==> config.mk <==
export PLATFORM = sky130hd
export DESIGN_NAME = pwm_dc_guard
export DESIGN_NICKNAME = d
export VERILOG_FILES = /design/src/rtl/pwm_dc_guard_pkg.sv /design/src/rtl/pwm_duty_meter.sv /design/src/rtl/pwm_dc_judge.sv /design/src/rtl/pwm_dc_chan_fsm.sv /design/src/rtl/pwm_dc_guard.sv
export SDC_FILE = /design/constraint.sdc
export NUM_CORES = 1
export LEC_CHECK = 0
export ABC_AREA = 1
export BUFFER_PORTS_ARGS = -buffer_cell sky130_fd_sc_hd__buf_4
export CORE_MARGIN = 4
export CORE_UTILIZATION = 30
export DETAILED_ROUTE_END_ITERATION = 8
export GPL_ROUTABILITY_DRIVEN = 0
export PLACE_DENSITY = 0.53
export SETUP_SLACK_MARGIN = 0.15
export SLEW_MARGIN = 20
export SYNTH_ARGS = -nofsm -noshare
export SYNTH_HDL_FRONTEND = slang
export SYNTH_SLANG_ARGS = --single-unit
==> constraint.sdc <==
create_clock -name clk -period 6.8 [get_ports clk]
set_input_delay 1.36 -clock clk [delete_from_list [all_inputs] [get_ports clk]]
set_output_delay 1.36 -clock clk [all_outputs]
set_load 0.01 [all_outputs]
==> src/rtl/pwm_dc_guard_pkg.sv <==
package pwm_dc_guard_pkg;

    typedef enum logic [1:0] {
        CH_SYNC    = 2'd0,
        CH_CLEAN   = 2'd1,
        CH_SUSPECT = 2'd2,
        CH_TRIPPED = 2'd3
    } chan_state_e;

endpackage

==> src/rtl/pwm_duty_meter.sv <==
module pwm_duty_meter #(
    parameter int TICKS = 128,
    parameter int CNT_W = $clog2(TICKS + 1)
) (
    input  logic             clk,
    input  logic             rst_n,
    input  logic             pwm,
    input  logic             tick_en,
    input  logic             period_start,
    output logic [CNT_W-1:0] duty
);

    localparam logic [CNT_W-1:0] FULL = CNT_W'(TICKS);

    logic [CNT_W-1:0] cnt_q;
    logic             high_tick;

    assign high_tick = pwm & tick_en;

    // The strobe cycle opens a new period; its own tick belongs to that period.
    always_ff @(posedge clk or negedge rst_n) begin
        if (!rst_n) begin
            cnt_q <= '0;
        end else if (period_start) begin
            cnt_q <= {{(CNT_W-1){1'b0}}, high_tick};
        end else if (high_tick && (cnt_q != FULL)) begin
            cnt_q <= cnt_q + 1'b1;
        end
    end

    assign duty = cnt_q;

endmodule

==> src/rtl/pwm_dc_judge.sv <==
module pwm_dc_judge #(
    parameter int TICKS = 128,
    parameter int CNT_W = $clog2(TICKS + 1),
    parameter int THR_W = 6
) (
    input  logic             mode_bin,
    input  logic [THR_W-1:0] code,
    input  logic [CNT_W-1:0] duty,
    output logic             viol
);

    localparam int BASE_W = (CNT_W > THR_W + 1) ? CNT_W : THR_W + 1;
    localparam int W      = BASE_W + 1;
    localparam logic [W-1:0] HALF = W'(TICKS / 2);

    logic [W-1:0] d_x;
    logic [W-1:0] c_x;
    logic [W-1:0] tern_lim;
    logic [W-1:0] win_hi;
    logic [W-1:0] win_lo;
    logic         tern_viol;
    logic         bin_viol;

    always_comb begin
        d_x      = W'(duty);
        c_x      = W'(code);
        tern_lim = (c_x << 1) | W'(1);
        win_hi   = HALF + c_x;
        win_lo   = (c_x >= HALF) ? '0 : (HALF - c_x);
        tern_viol = (d_x >= tern_lim);
        bin_viol  = (d_x > win_hi) || (d_x < win_lo);
        viol      = mode_bin ? bin_viol : tern_viol;
    end

endmodule

==> src/rtl/pwm_dc_chan_fsm.sv <==
module pwm_dc_chan_fsm
    import pwm_dc_guard_pkg::*;
#(
    parameter int LIM_W = 8
) (
    input  logic             clk,
    input  logic             rst_n,
    input  logic             strobe,
    input  logic             viol,
    input  logic [LIM_W-1:0] limit,
    input  logic             clr,
    output logic             tripped
);

    localparam int RUN_W = LIM_W + 1;
    localparam logic [RUN_W-1:0] RUN_MAX = {RUN_W{1'b1}};

    chan_state_e      state_q;
    chan_state_e      state_d;
    logic [RUN_W-1:0] run_q;
    logic [RUN_W-1:0] run_d;
    logic             judged;
    logic             trip_now;

    assign judged = strobe && (state_q != CH_SYNC);

    always_comb begin
        run_d = run_q;
        if (judged) begin
            if (!viol) begin
                run_d = '0;
            end else if (run_q != RUN_MAX) begin
                run_d = run_q + 1'b1;
            end
        end
        trip_now = judged && viol && (run_d > RUN_W'(limit));
    end

    always_comb begin
        state_d = state_q;
        unique case (state_q)
            CH_SYNC: begin
                if (strobe) begin
                    state_d = CH_CLEAN;
                end
            end
            CH_CLEAN, CH_SUSPECT: begin
                if (trip_now) begin
                    state_d = CH_TRIPPED;
                end else if (judged) begin
                    state_d = viol ? CH_SUSPECT : CH_CLEAN;
                end
            end
            CH_TRIPPED: begin
                if (!trip_now && clr) begin
                    state_d = (run_d != '0) ? CH_SUSPECT : CH_CLEAN;
                end
            end
            default: state_d = CH_SYNC;
        endcase
    end

    always_ff @(posedge clk or negedge rst_n) begin
        if (!rst_n) begin
            state_q <= CH_SYNC;
            run_q   <= '0;
        end else begin
            state_q <= state_d;
            run_q   <= run_d;
        end
    end

    always_comb begin
        tripped = (state_q == CH_TRIPPED);
    end

endmodule

==> src/rtl/pwm_dc_guard.sv <==
module pwm_dc_guard #(
    parameter int NCH   = 2,
    parameter int TICKS = 128,
    parameter int THR_W = 6,
    parameter int LIM_W = 8
) (
    input  logic             clk,
    input  logic             rst_n,
    input  logic [NCH-1:0]   pwm_in,
    input  logic             period_start,
    input  logic             tick_en,
    input  logic             mode_bin,
    input  logic [THR_W-1:0] thr_code,
    input  logic [LIM_W-1:0] hold_lim,
    input  logic [NCH-1:0]   flag_clr,
    output logic [NCH-1:0]   fault
);

    localparam int CNT_W = $clog2(TICKS + 1);

    for (genvar ch = 0; ch < NCH; ch++) begin : g_chan
        logic [CNT_W-1:0] duty;
        logic             viol;

        pwm_duty_meter #(
            .TICKS (TICKS),
            .CNT_W (CNT_W)
        ) u_meter (
            .clk          (clk),
            .rst_n        (rst_n),
            .pwm          (pwm_in[ch]),
            .tick_en      (tick_en),
            .period_start (period_start),
            .duty         (duty)
        );

        pwm_dc_judge #(
            .TICKS (TICKS),
            .CNT_W (CNT_W),
            .THR_W (THR_W)
        ) u_judge (
            .mode_bin (mode_bin),
            .code     (thr_code),
            .duty     (duty),
            .viol     (viol)
        );

        pwm_dc_chan_fsm #(
            .LIM_W (LIM_W)
        ) u_fsm (
            .clk     (clk),
            .rst_n   (rst_n),
            .strobe  (period_start),
            .viol    (viol),
            .limit   (hold_lim),
            .clr     (flag_clr[ch]),
            .tripped (fault[ch])
        );
    end

endmodule

==> impl_metrics.py <==
metrics = {
    "power_and_ir_drop": {
        "power_w": 0.00104,
        "power_density_nw_per_um2": 238,
        "p_leak_nw": 2.25,
        "ir_worst_vdd_v": 0.000104,
    },
    "worst_setup_path": {
        "worstPathMaxFanout": 9,
        "crit_required_ns": 6.97,
        "critPathSlowestCell": "ha_1",
        "slowest_delay_ns": 0.31,
        "cp-end-kind": "flop",
        "crit_type": "in -> reg",
        "crit_top_cell": "nand2_1",
        "critPathLaunchType": "primary input",
        "worst-endpoint-arrival_ns": 4.95,
    },
    "floorplanning": {
        "dieArea_um2": 14600,
        "io_pins": 25,
        "start_util": 0.312,
        "core_um2": 12300,
        "fp.dieW_um": 121,
        "num_rows": 40,
        "die_h_um": 121,
    },
    "clock_network": {
        "cts_tree": "done",
        "cts_max_path_buffers": 2,
        "cts_buffers": 5,
        "ctsResizeCount": 0,
        "root_buffer": "clkbuf_16",
        "cts-hold-fix-buffers": 0,
        "htreeDepth": 2,
        "postCtsSetupBuffers": 0,
        "clock_latency_ns": 0.28,
        "clock_sinks": 38,
        "clkTransAtPathRegs_ns": 0.06,
    },
    "sta": {
        "fin_skew_ns": 0.00587,
        "drv_slew": 0,
        "setup_viol": 0,
        "min_period_ns": 4.79,
        "maxSlewHeadroom": 0.627,
        "worstMarginPinSlew_ns": 0.556,
        "fin_crit_sh": 0.704,
        "setup_tns_ns": 0,
        "holdWs_ns": 0.529,
        "fmax_mhz": 209,
        "rsz0062_at_grt": "false",
        "hold_viol": 0,
    },
    "layout": {
        "diodes": 0,
        "finalNetCount": 641,
        "area_growth_pct": 14.6,
        "final-seq-area_um2": 951,
        "final_layout_size_suffix_gt1_frac": 0.144,
        "multiInputGateArea_um2": 2500,
        "final_util": 0.357,
        "fill_cells": 1295,
    },
    "yosys": {
        "synth-seq-cells": 38,
        "yosysWarnings": 0,
        "synth_commonest_cells": "nand2_1, inv_1, ha_1",
        "yosysSeqAreaShare": 0.249,
        "syn_area_um2": 3820,
        "avgSynthCellArea_um2": 7.12,
        "syn_inst": 537,
        "yosysTopAreaCell": "dfrtp_1",
        "async_flop_share": 1.00,
        "yosys.area.top_type_share": 0.249,
        "yosysUniqueCellTypes": 43,
        "synth-edff-count": 0,
        "ys.flop_type": "dfrtp_1",
        "synth_nets": 615,
        "ys_top_cells_by_area": "dfrtp_1, ha_1, nand2_1, inv_1, nand3_1",
        "synth.most_common_cell": "nand2_1",
    },
    "run_status": {
        "status": "complete, no violations",
    },
    "drt": {
        "routed_wl_mm": 9.22,
        "viasPerCell": 4.79,
        "firstDrtPassIters": 5,
        "first_iter_violations": 221,
        "vias": 3506,
        "wl_per_cell_um": 12.6,
        "ant_nets": 0,
        "post-route-drc-count": 0,
    },
    "grt": {
        "overflow": 0,
        "grt_pass1_wl_mm": 16.0,
        "grt_pass1_vias": 3469,
        "grt_max_degree": 39,
        "globalRouteTotalUtil": 0.132,
        "antenna_found_initial": 0,
    },
    "flow_run": {
        "cap_violations": 0,
    },
    "placed_design": {
        "portBuffers": 24,
        "hpwl_mm": 7.49,
    },
    "hold_path": {
        "hold_class": "reg -> reg",
    },
}
## cells by family after synthesis
family                   count (synthesis)  synth area share
AO/OA/AOI/OAI                           79             0.122
XOR/XNOR                                 5            0.0115
AND/OR/NAND/NOR                        264             0.338
multiplexers                             1           0.00262
buffers and inverters                   95            0.0972
adder cells (fa/ha/maj)                 55             0.180
flip-flops                              38             0.249
## path summary, 6_finish.rpt
check	start	to	slack, ns	cells past startpoint
worst max-delay path	thr_code[0]	g_chan[1].u_fsm.state_q[0]	2.01	32
worst min-delay path	g_chan[0].u_fsm.state_q[1]	g_chan[0].u_fsm.state_q[1]	0.53	2
worst max register to register	g_chan[1].u_meter.duty[3]	g_chan[1].u_fsm.state_q[0]	3.13	22
worst min register to register	g_chan[0].u_fsm.state_q[1]	g_chan[0].u_fsm.state_q[1]	0.53	2
max in group asynchronous	rst_n	g_chan[1].u_meter.duty[7]	5.38	1
min in group asynchronous	rst_n	g_chan[1].u_fsm.run_q[3]	1.05	1
## worst max-delay path, delay by kind of cell
family,cells,cell delay [ns]
and+or+nand+nor,17,1.41
buffers and inverters,5,0.57
AOI/OAI and AO/OA,7,0.70
adders and majority gates,3,0.92
## metrics by stage
stage | setup WS (ns) | area [µm²] | instances
finish | 2.01 | 4380 | 732
global route | 1.46 | 4380 | 732
CTS | 2.02 | 4380 | 732
detailed placement | 1.73 | 4180 | 724
floorplan | 2.32 | 3820 | 537
global placement | 1.81 | 4180 | 724
## layout by cell type, fill, tap and decap left out, types with 2 or more instances in the layout
cell type | netlist | final
clkbuf_16 | 0 | 5
inv_1 | 85 | 85
nor2_2 | 9 | 9
nor2_1 | 35 | 35
o211ai_1 | 4 | 4
inv_2 | 4 | 4
dfrtp_1 | 38 | 38
nand2_4 | 3 | 3
buf_4 | 3 | 24
bufinv_16 | 0 | 2
nand4_1 | 20 | 20
nand2_2 | 17 | 17
nor3_1 | 13 | 13
nand2_1 | 113 | 113
nand3_1 | 37 | 37
nor4_1 | 3 | 3
o41ai_2 | 2 | 2
o21ai_1 | 2 | 2
xor2_1 | 5 | 5
nor2_4 | 3 | 3
a21oi_1 | 34 | 34
nand3_2 | 4 | 4
o21a_1 | 4 | 4
o21ai_0 | 24 | 24
ha_1 | 55 | 55
## state kept, by name (all words and copies together), names as in the netlist
register / flops
g_chan.u_fsm.state_q: 4
g_chan.u_meter.duty: 16
g_chan.u_fsm.run_q: 18
## per-layer routing
| layer | up-vias | wire length, µm | global-route usage |
|---|---|---|---|
| li1 | 1836 | - | - |
| met1 | 1579 | 4560 | 0.182 |
| met2 | 78 | 4170 | 0.216 |
| met3 | 13 | 340 | 0.0196 |
| met4 | 0 | 149 | 0.0368 |
| met5 | - | 0 | 0 |
## layout make-up
cell class	count	share of cell area
Clock buffer	6	0.0317
Inverter	90	0.0777
Timing Repair Buffer	24	0.0411
Sequential cell	38	0.217
Multi-Input combinational cell	404	0.571
Tap cell	168	0.0480
Clock inverter	2	0.0137
## where the power goes
| part | switching (W) | internal (W) |
|---|---|---|
| registers | 0.0000359 | 0.000262 |
| logic | 0.000263 | 0.000171 |
| clock network | 0.0000919 | 0.000220 |
Note: power is estimated with default switching activity, not from simulation.
